--- config.mk ---
export PLATFORM = sky130hd
export DESIGN_NAME = irqn_nest_ctrl
export DESIGN_NICKNAME = d
export VERILOG_FILES = /design/src/rtl/irqn_pkg.sv /design/src/rtl/irqn_eligibility.sv /design/src/rtl/irqn_arbiter.sv /design/src/rtl/irqn_sequencer.sv /design/src/rtl/irqn_nest_ctrl.sv
export SDC_FILE = /design/constraint.sdc
export NUM_CORES = 1
export LEC_CHECK = 0
export BUFFER_PORTS_ARGS = -buffer_cell sky130_fd_sc_hd__buf_4
export CAP_MARGIN = 10
export CORE_MARGIN = 10
export CORE_UTILIZATION = 53
export DETAILED_ROUTE_END_ITERATION = 10
export PLACE_DENSITY = 0.87
export SYNTH_ARGS = -nofsm -noshare
export SYNTH_HDL_FRONTEND = slang
export SYNTH_SLANG_ARGS = --single-unit
export TNS_END_PERCENT = 1
--- constraint.sdc ---
create_clock -name clk -period 2 [get_ports clk]
set_input_delay 0.1 -clock clk [delete_from_list [all_inputs] [get_ports clk]]
set_output_delay 0.1 -clock clk [all_outputs]
set_load 0.03 [all_outputs]
--- src/rtl/irqn_pkg.sv ---
package irqn_pkg;

  typedef enum logic [2:0] {
    ST_BOOT,
    ST_IDLE,
    ST_SAVE,
    ST_GRANT,
    ST_RESTORE,
    ST_RLOAD
  } seq_state_t;

  typedef enum logic [1:0] {
    WIN_NONE,
    WIN_TRAP,
    WIN_TLI,
    WIN_SRC
  } win_kind_t;

  localparam logic [15:0] RESET_ADDR = 16'hFFFE;
  localparam logic [15:0] TRAP_ADDR  = 16'hFFFC;
  localparam logic [15:0] TLI_ADDR   = 16'hFFFA;
  localparam logic [15:0] SRC_BASE   = 16'hFFF8;
  localparam int          CC_I1_BIT  = 5;
  localparam int          CC_I0_BIT  = 3;

  // I1:I0 field to a numeric rank (0 lowest .. 3 fully masked)
  function automatic logic [1:0] field_to_rank(input logic [1:0] f);
    case (f)
      2'b10:   return 2'd0;
      2'b01:   return 2'd1;
      2'b00:   return 2'd2;
      default: return 2'd3;
    endcase
  endfunction

  function automatic logic [1:0] rank_to_field(input logic [1:0] r);
    case (r)
      2'd0:    return 2'b10;
      2'd1:    return 2'b01;
      2'd2:    return 2'b00;
      default: return 2'b11;
    endcase
  endfunction

  function automatic logic [15:0] src_vec_addr(input logic [7:0] idx);
    return SRC_BASE - ({8'd0, idx} << 1);
  endfunction

endpackage

--- src/rtl/irqn_eligibility.sv ---
module irqn_eligibility
  import irqn_pkg::*;
#(
  parameter int NUM_SRC = 13
) (
  input  logic [NUM_SRC-1:0]   irq_req,
  input  logic [2*NUM_SRC-1:0] irq_prio,
  input  logic [1:0]           cur_rank,
  output logic [NUM_SRC-1:0]   elig,
  output logic [2*NUM_SRC-1:0] src_rank_flat
);

  for (genvar g = 0; g < NUM_SRC; g++) begin : g_src
    logic [1:0] rank_g;
    assign rank_g                   = field_to_rank(irq_prio[2*g +: 2]);
    assign src_rank_flat[2*g +: 2]  = rank_g;
    assign elig[g]                  = irq_req[g] && (rank_g > cur_rank);
  end

endmodule

--- src/rtl/irqn_arbiter.sv ---
module irqn_arbiter
  import irqn_pkg::*;
#(
  parameter int NUM_SRC = 13,
  parameter int IDX_W   = 4
) (
  input  logic                 clk,
  input  logic                 rst_n,
  input  logic [NUM_SRC-1:0]   elig,
  input  logic [2*NUM_SRC-1:0] src_rank_flat,
  input  logic [1:0]           cur_rank,
  input  logic                 trap_req,
  input  logic                 tli_req,
  output win_kind_t            win_kind,
  output logic [IDX_W-1:0]     win_idx,
  output logic [1:0]           win_rank
);

  logic             src_found;
  logic [1:0]       best_rank;
  logic [IDX_W-1:0] best_idx;

  // highest rank first; strict compare keeps the lowest index on ties
  always_comb begin
    src_found = 1'b0;
    best_rank = 2'd0;
    best_idx  = '0;
    for (int i = 0; i < NUM_SRC; i++) begin
      if (elig[i] && (!src_found || (src_rank_flat[2*i +: 2] > best_rank))) begin
        src_found = 1'b1;
        best_rank = src_rank_flat[2*i +: 2];
        best_idx  = IDX_W'(i);
      end
    end
  end

  always_comb begin
    win_kind = WIN_NONE;
    win_idx  = '0;
    win_rank = 2'd3;
    if (trap_req) begin
      win_kind = WIN_TRAP;
    end else if (tli_req && (cur_rank != 2'd3)) begin
      win_kind = WIN_TLI;
    end else if (src_found) begin
      win_kind = WIN_SRC;
      win_idx  = best_idx;
      win_rank = best_rank;
    end
  end


  src_rank_above_chk: assert property (@(posedge clk) disable iff (!rst_n)
    (win_kind == WIN_SRC) |-> (win_rank > cur_rank));


  trap_first_chk: assert property (@(posedge clk) disable iff (!rst_n)
    trap_req |-> (win_kind == WIN_TRAP));


  tli_masked_chk: assert property (@(posedge clk) disable iff (!rst_n)
    (win_kind == WIN_TLI) |-> (cur_rank != 2'd3));

endmodule

--- src/rtl/irqn_sequencer.sv ---
module irqn_sequencer
  import irqn_pkg::*;
#(
  parameter int IDX_W = 4
) (
  input  logic             clk,
  input  logic             rst_n,
  input  win_kind_t        win_kind,
  input  logic [IDX_W-1:0] win_idx,
  input  logic [1:0]       win_rank,
  input  logic             instr_done,
  input  logic             iret_req,
  input  logic             ctx_ack,
  input  logic [7:0]       popped_cc,
  output logic             svc_valid,
  output logic [15:0]      svc_addr,
  output logic [1:0]       lvl_new,
  output logic             lvl_load,
  output logic             ctx_save_req,
  output logic             ctx_restore_req
);

  seq_state_t  state;
  logic [15:0] held_addr;
  logic [1:0]  held_lvl;
  logic [15:0] grant_addr;
  logic [1:0]  popped_lvl;
  logic        accept;
  logic        start_ret;
  logic        unused_cc_bits;

  assign popped_lvl     = {popped_cc[CC_I1_BIT], popped_cc[CC_I0_BIT]};
  assign unused_cc_bits = ^{popped_cc[7:6], popped_cc[4], popped_cc[2:0]};

  always_comb begin
    case (win_kind)
      WIN_TRAP: grant_addr = TRAP_ADDR;
      WIN_TLI:  grant_addr = TLI_ADDR;
      WIN_SRC:  grant_addr = src_vec_addr(8'(win_idx));
      default:  grant_addr = 16'h0000;
    endcase
  end

  assign start_ret = (state == ST_IDLE) && iret_req;
  assign accept    = (state == ST_IDLE) && !iret_req && instr_done && (win_kind != WIN_NONE);

  always_ff @(posedge clk or negedge rst_n) begin
    if (!rst_n) begin
      state     <= ST_BOOT;
      held_addr <= '0;
      held_lvl  <= '0;
    end else begin
      case (state)
        ST_BOOT: state <= ST_IDLE;
        ST_IDLE: begin
          if (start_ret) begin
            state <= ST_RESTORE;
          end else if (accept) begin
            state     <= ST_SAVE;
            held_addr <= grant_addr;
            held_lvl  <= rank_to_field(win_rank);
          end
        end
        ST_SAVE:    if (ctx_ack) state <= ST_GRANT;
        ST_GRANT:   state <= ST_IDLE;
        ST_RESTORE: begin
          if (ctx_ack) begin
            state    <= ST_RLOAD;
            held_lvl <= popped_lvl;
          end
        end
        ST_RLOAD: state <= ST_IDLE;
        default:  state <= ST_IDLE;
      endcase
    end
  end

  always_comb begin
    svc_valid       = (state == ST_BOOT) || (state == ST_GRANT);
    lvl_load        = svc_valid || (state == ST_RLOAD);
    ctx_save_req    = (state == ST_SAVE);
    ctx_restore_req = (state == ST_RESTORE);
    svc_addr        = (state == ST_BOOT)  ? RESET_ADDR :
                      (state == ST_GRANT) ? held_addr  : 16'h0000;
    lvl_new         = (state == ST_BOOT) ? 2'b11 :
                      lvl_load           ? held_lvl : 2'b00;
  end


  save_hold_chk: assert property (@(posedge clk) disable iff (!rst_n)
    (ctx_save_req && !ctx_ack) |=> ctx_save_req);


  grant_pulse_chk: assert property (@(posedge clk) disable iff (!rst_n)
    svc_valid |=> !svc_valid);


  restore_level_chk: assert property (@(posedge clk) disable iff (!rst_n)
    (lvl_load && !svc_valid) |-> (lvl_new == $past({popped_cc[5], popped_cc[3]})));


  ctx_excl_chk: assert property (@(posedge clk) disable iff (!rst_n)
    !(ctx_save_req && ctx_restore_req));

endmodule

--- src/rtl/irqn_nest_ctrl.sv ---
module irqn_nest_ctrl
  import irqn_pkg::*;
#(
  parameter int NUM_SRC = 13,
  localparam int IDX_W  = (NUM_SRC > 1) ? $clog2(NUM_SRC) : 1
) (
  input  logic                 clk,
  input  logic                 rst_n,
  input  logic [NUM_SRC-1:0]   irq_req,
  input  logic [2*NUM_SRC-1:0] irq_prio,
  input  logic                 tli_req,
  input  logic                 trap_req,
  input  logic [1:0]           cpu_lvl,
  input  logic                 instr_done,
  input  logic                 iret_req,
  input  logic                 ctx_ack,
  input  logic [7:0]           popped_cc,
  output logic                 svc_valid,
  output logic [15:0]          svc_addr,
  output logic [1:0]           lvl_new,
  output logic                 lvl_load,
  output logic                 ctx_save_req,
  output logic                 ctx_restore_req
);

  logic [1:0]           cur_rank;
  logic [NUM_SRC-1:0]   elig;
  logic [2*NUM_SRC-1:0] src_rank_flat;
  win_kind_t            win_kind;
  logic [IDX_W-1:0]     win_idx;
  logic [1:0]           win_rank;

  assign cur_rank = field_to_rank(cpu_lvl);

  irqn_eligibility #(.NUM_SRC(NUM_SRC)) u_elig (
    .irq_req       (irq_req),
    .irq_prio      (irq_prio),
    .cur_rank      (cur_rank),
    .elig          (elig),
    .src_rank_flat (src_rank_flat)
  );

  irqn_arbiter #(.NUM_SRC(NUM_SRC), .IDX_W(IDX_W)) u_arb (
    .clk           (clk),
    .rst_n         (rst_n),
    .elig          (elig),
    .src_rank_flat (src_rank_flat),
    .cur_rank      (cur_rank),
    .trap_req      (trap_req),
    .tli_req       (tli_req),
    .win_kind      (win_kind),
    .win_idx       (win_idx),
    .win_rank      (win_rank)
  );

  irqn_sequencer #(.IDX_W(IDX_W)) u_seq (
    .clk             (clk),
    .rst_n           (rst_n),
    .win_kind        (win_kind),
    .win_idx         (win_idx),
    .win_rank        (win_rank),
    .instr_done      (instr_done),
    .iret_req        (iret_req),
    .ctx_ack         (ctx_ack),
    .popped_cc       (popped_cc),
    .svc_valid       (svc_valid),
    .svc_addr        (svc_addr),
    .lvl_new         (lvl_new),
    .lvl_load        (lvl_load),
    .ctx_save_req    (ctx_save_req),
    .ctx_restore_req (ctx_restore_req)
  );


  grant_after_ack_chk: assert property (@(posedge clk) disable iff (!rst_n)
    (svc_valid && (svc_addr != RESET_ADDR)) |-> $past(ctx_save_req && ctx_ack));

endmodule

==> qor.txt, run 1 <==
Status = aborted with a tool error
Failed at = global routing (5_1_grt)
Tool Error = [ERROR DPL-0038] Utilization greater than 100%, impossible to legalize
Number of distinct library cells after synthesis = 70
HPWL Detailed = 9.94 mm
IO buf count = 70
Mean area per synthesized cell = 7.91 um2
Die Y-Extent = 99.4 um
Number of synthesized flops with an enable pin = 0
Synthesized Nets = 557
Cell taking the most area after synthesis = ha_1
Worst-path end type = register data pin
Clk sinks = 11
Chip width = 99.4 um
Top cells by area, synth = ha_1 30%, dfrtp_1 8.2%, nand2_1 5.1%, inv_1 3.8%, nor2_1 3.7%
Initial Util = 0.554
GRT worst endpoint = u_seq.held_addr[2]$_DFFE_PN0P_/D
Largest net degree at the start of global routing = 18
Mapped Cells = 422
H-tree levels = 1
Root buf cell = clkbuf_8
Synth top cells by count = 79 x ha_1, 45 x nand2_1, 34 x inv_1
Async S/R FF share, synth = 1.00
Most frequent cell after synthesis = ha_1
Post-synthesis sequential area ratio = 0.0825
Rows = 28
Yosys warning total = 0
GP Congestion = 0.887
Area after DPL = 4940 um2
Post-Syn Area = 3340 um2
# IOs = 78
Clock buffer depth = 2
Register bit total from synthesis = 11
Yosys top cell area share = 0.296
Top FF cell, synth = dfrtp_1
Total CTS buffers = 3
## through the flow
step	setup slack [ps]	hold slack [ps]	cells
after detailed placement	-13050	-61.9	675
after global placement	-12060	-60.4	675
after floorplan	-11890	-196	422
after CTS	-12230	109	703
## kinds of logic after synthesis
family | share of synthesized area
fa+ha+maj | 0.296
compound gates | 0.312
buf+inv | 0.0679
flops | 0.0825
simple gates | 0.235
xor+xnor | 0.00525
other cells | 0.00112
## repair_timing
item / in CTS
endpoints found under the setup margin: 10
setup buffers: 23
pin swaps: 57
endpoints found under the hold margin: 11
resized for setup: 70
hold buffers: 1
==> run 2, diff against run 1 <==
Settings changed: CORE_UTILIZATION 53 to 38, PLACE_DENSITY 0.87 to not set, PLACE_DENSITY_LB_ADDON set to 0.15.
==> run 2 against run 1 <==
The flow now finishes, with violations (negative setup slack). Synthesized area stayed put. Synthesized cell count is the same.
==> qor.txt, run 2 <==
Global-route wire length before repair = 17.7 mm
Worst path arrival time = 14350 ps
Commonest non-fill, non-tap cell in the layout = buf_4
Antenna cells = 0
Number of distinct library cells after synthesis = 70 (unchanged)
# IOs = 78 (unchanged)
Clock Skew = 2.57 ps
Yosys warning total = 0 (unchanged)
CTS tree = yes
Final Max Slew Viols = 0
# setup viols final = 10
Clock-pin slew on the worst setup and hold paths = 50 ps
CP bufs+invs = 13
Cell family with most CP delay = compound AO/OA/AOI/OAI gates
Hold slack final = 140 ps
Number of synthesized flops with an enable pin = 0 (unchanged)
Core Area = 8640 um2
Clk sinks = 11 (unchanged)
Slowest stage delay, CP = 340 ps
Largest registers = u_seq.held_addr x6, u_seq.state x3, u_seq.held_lvl x2
GP Congestion = 0.834 (-6.0%)
Yosys top cell area share = 0.296 (unchanged)
Clock buffer depth = 2 (unchanged)
Initial Util = 0.386 (-0.167)
Slew margin rel. = 0.536
Gr usage total = 0.156
Tot Pwr = 8.50 mW
Total CTS buffers = 3 (unchanged)
Worst skew pair latency = 240 ps
Cell mode on critical path = o21ai_2
RSZ-0062 raised after global routing = true
Post-layout minimum cycle time = 14230 ps
Cell taking the most area after synthesis = ha_1
Die Y-Extent = 114 um (+14%)
Critical path depth in cells = 89
Layout Nets = 787
Register bit total from synthesis = 11 (unchanged)
Initial antenna violation count = 0
Mean area per synthesized cell = 7.91 um2 (unchanged)
P_leak = 2.98 nW
Final worst path period share = 7.12
Max_cap viols = 0
Routed WL = 11.5 mm
GRT Residual Overflow = 0
Largest Register = u_seq.held_addr
Min setup slack post-route = -12230 ps
Largest net degree at the start of global routing = 18
IR Drop Worst-Case VDD = 0.000709 V
Chip width = 114 um (+14%)
Crit end category = flop
Worst R2R Path Depth = 4
Hold Vio Cnt, Final = 0
Synthesized Nets = 557 (unchanged)
Top cells by area, synth = ha_1 30%, dfrtp_1 8.2%, nand2_1 5.1%, inv_1 3.8%, nor2_1 3.7%
Power per cell area = 1410 nW/um2
Vias in the first global route = 3977
HPWL Detailed = 8.47 mm (-15%)
Crit path max fanout = 5
Area Overhead vs Synth = 80.1%
Required time of the critical path = 2120 ps
Top FF cell, synth = dfrtp_1
Slowest stage cell, crit path = ha_1
Detailed Routing Iterations Pass 1 = 4
Slew @ Worst Pin = 690 ps
Rows = 34 (+21%)
Post-Syn Area = 3340 um2 (unchanged)
Overall via count from detail_route = 3916
H-tree levels = 1 (unchanged)
Setup CP Type = in -> reg
IO buf count = 70 (unchanged)
Most frequent cells in the layout = 229 x buf_4, 61 x ha_1, 34 x nand2_1, 30 x inv_1, 28 x nor2_1
Max reg flops = 6
Async S/R FF share, synth = 1.00 (unchanged)
Worst hold stages = 2
Most frequent cell after synthesis = ha_1
DR iter-0 viols = 148
Die Footprint = 12900 um2
Crit path launch type = input port
Vias per Instance = 5.16
Setup TNS = -86770 ps
Hold/Removal Path Class = in -> reg
Status = complete, but fails checks
DR DRC count = 0
Mapped Cells = 422 (unchanged)
Post-route ant nets = 0
Post-synthesis sequential area ratio = 0.0825 (unchanged)
Root buf cell = clkbuf_8
Layout cells sized above 1 = 0.584
Synth top cells by count = 79 x ha_1, 45 x nand2_1, 34 x inv_1
DR WL/cell = 15.2 um
Violated checks = negative setup slack
Max Freq = 70.3 MHz
[run 2: path summary, 6_finish.rpt]
| path | startpoint | endpoint | slack (ps) |
|---|---|---|---|
| setup / recovery | cpu_lvl[0] | u_seq.held_addr[2] | -12230 |
| hold / removal | ctx_ack | u_seq.state[0] | 140 |
| setup reg to reg | u_seq.state[1] | u_seq.held_lvl[1] | 290 |
| hold reg to reg | u_seq.held_addr[14] | u_seq.held_addr[14] | 480 |
| max in group asynchronous | rst_n | u_seq.held_lvl[0] | 1620 |
| min in group asynchronous | rst_n | u_seq.held_addr[3] | 230 |
[run 2: report_power, final]
group / leakage [nW] / switching [mW] / total, mW / internal [mW]
clock: 0.0228 / 0.0854 / 0.226 / 0.140
combinational: 2.83 / 3.79 / 7.90 / 4.11
sequential: 0.124 / 0.0699 / 0.376 / 0.306
[run 2: cells by family after synthesis]
logic type,share of synthesized area
other cells,0.00112
compound gates,0.312
fa+ha+maj,0.296
xor+xnor,0.00525
buf+inv,0.0679
flops,0.0825
simple gates,0.235
[run 2: final cells by class]
class / count / area (um2)
Sequential cell: 11 / 275
Fill cell: 672 / 2630
Multi-Input combinational cell: 361 / 3540
Inverter: 34 / 133
Timing Repair Buffer: 241 / 1880
Clock buffer: 4 / 45.0
Tap cell: 108 / 135
[run 2: layer usage]
layer	track usage	vias to the layer above	part of all wire	wire [um]
met1	0.189	1824	0.42	4890
met2	0.289	83	0.52	5970
li1	-	1991	-	-
met5	0	-	0	0
met3	0.0210	18	0.041	472
met4	0.0254	0	0.017	197
[run 2: through the flow]
| step | cells | setup slack, ps | area, um2 | utilization |
|---|---|---|---|---|
| final | 759 | -12230 | 6010 | 0.696 |
| after global routing | 759 | -12880 | 6010 | 0.696 |
| after CTS | 740 | -12140 | 5340 | 0.618 |
| after detailed placement | 709 | -12540 | 4980 | 0.577 |
| after global placement | 709 | -12160 | 4980 | 0.577 |
| after floorplan | 422 | -11890 | 3490 | - |
[run 2: repair_timing]
action | CTS | global route
gates cloned | 0 | 0
hold endpoints to repair | 11 | 0
endpoints found under the setup margin | 10 | 10
hold buffers | 1 | 0
pin swaps | 40 | 72
resized for setup | 21 | 103
setup buffers | 26 | 19
[run 2: worst reg2reg max path, stage by stage (launching register included)]
cell	delay, ps
dfrtp_1	370
nand2b_1	180
or4_1	590
a211oi_1	330
a211oi_2	110
(Power assumes the default switching activity.)
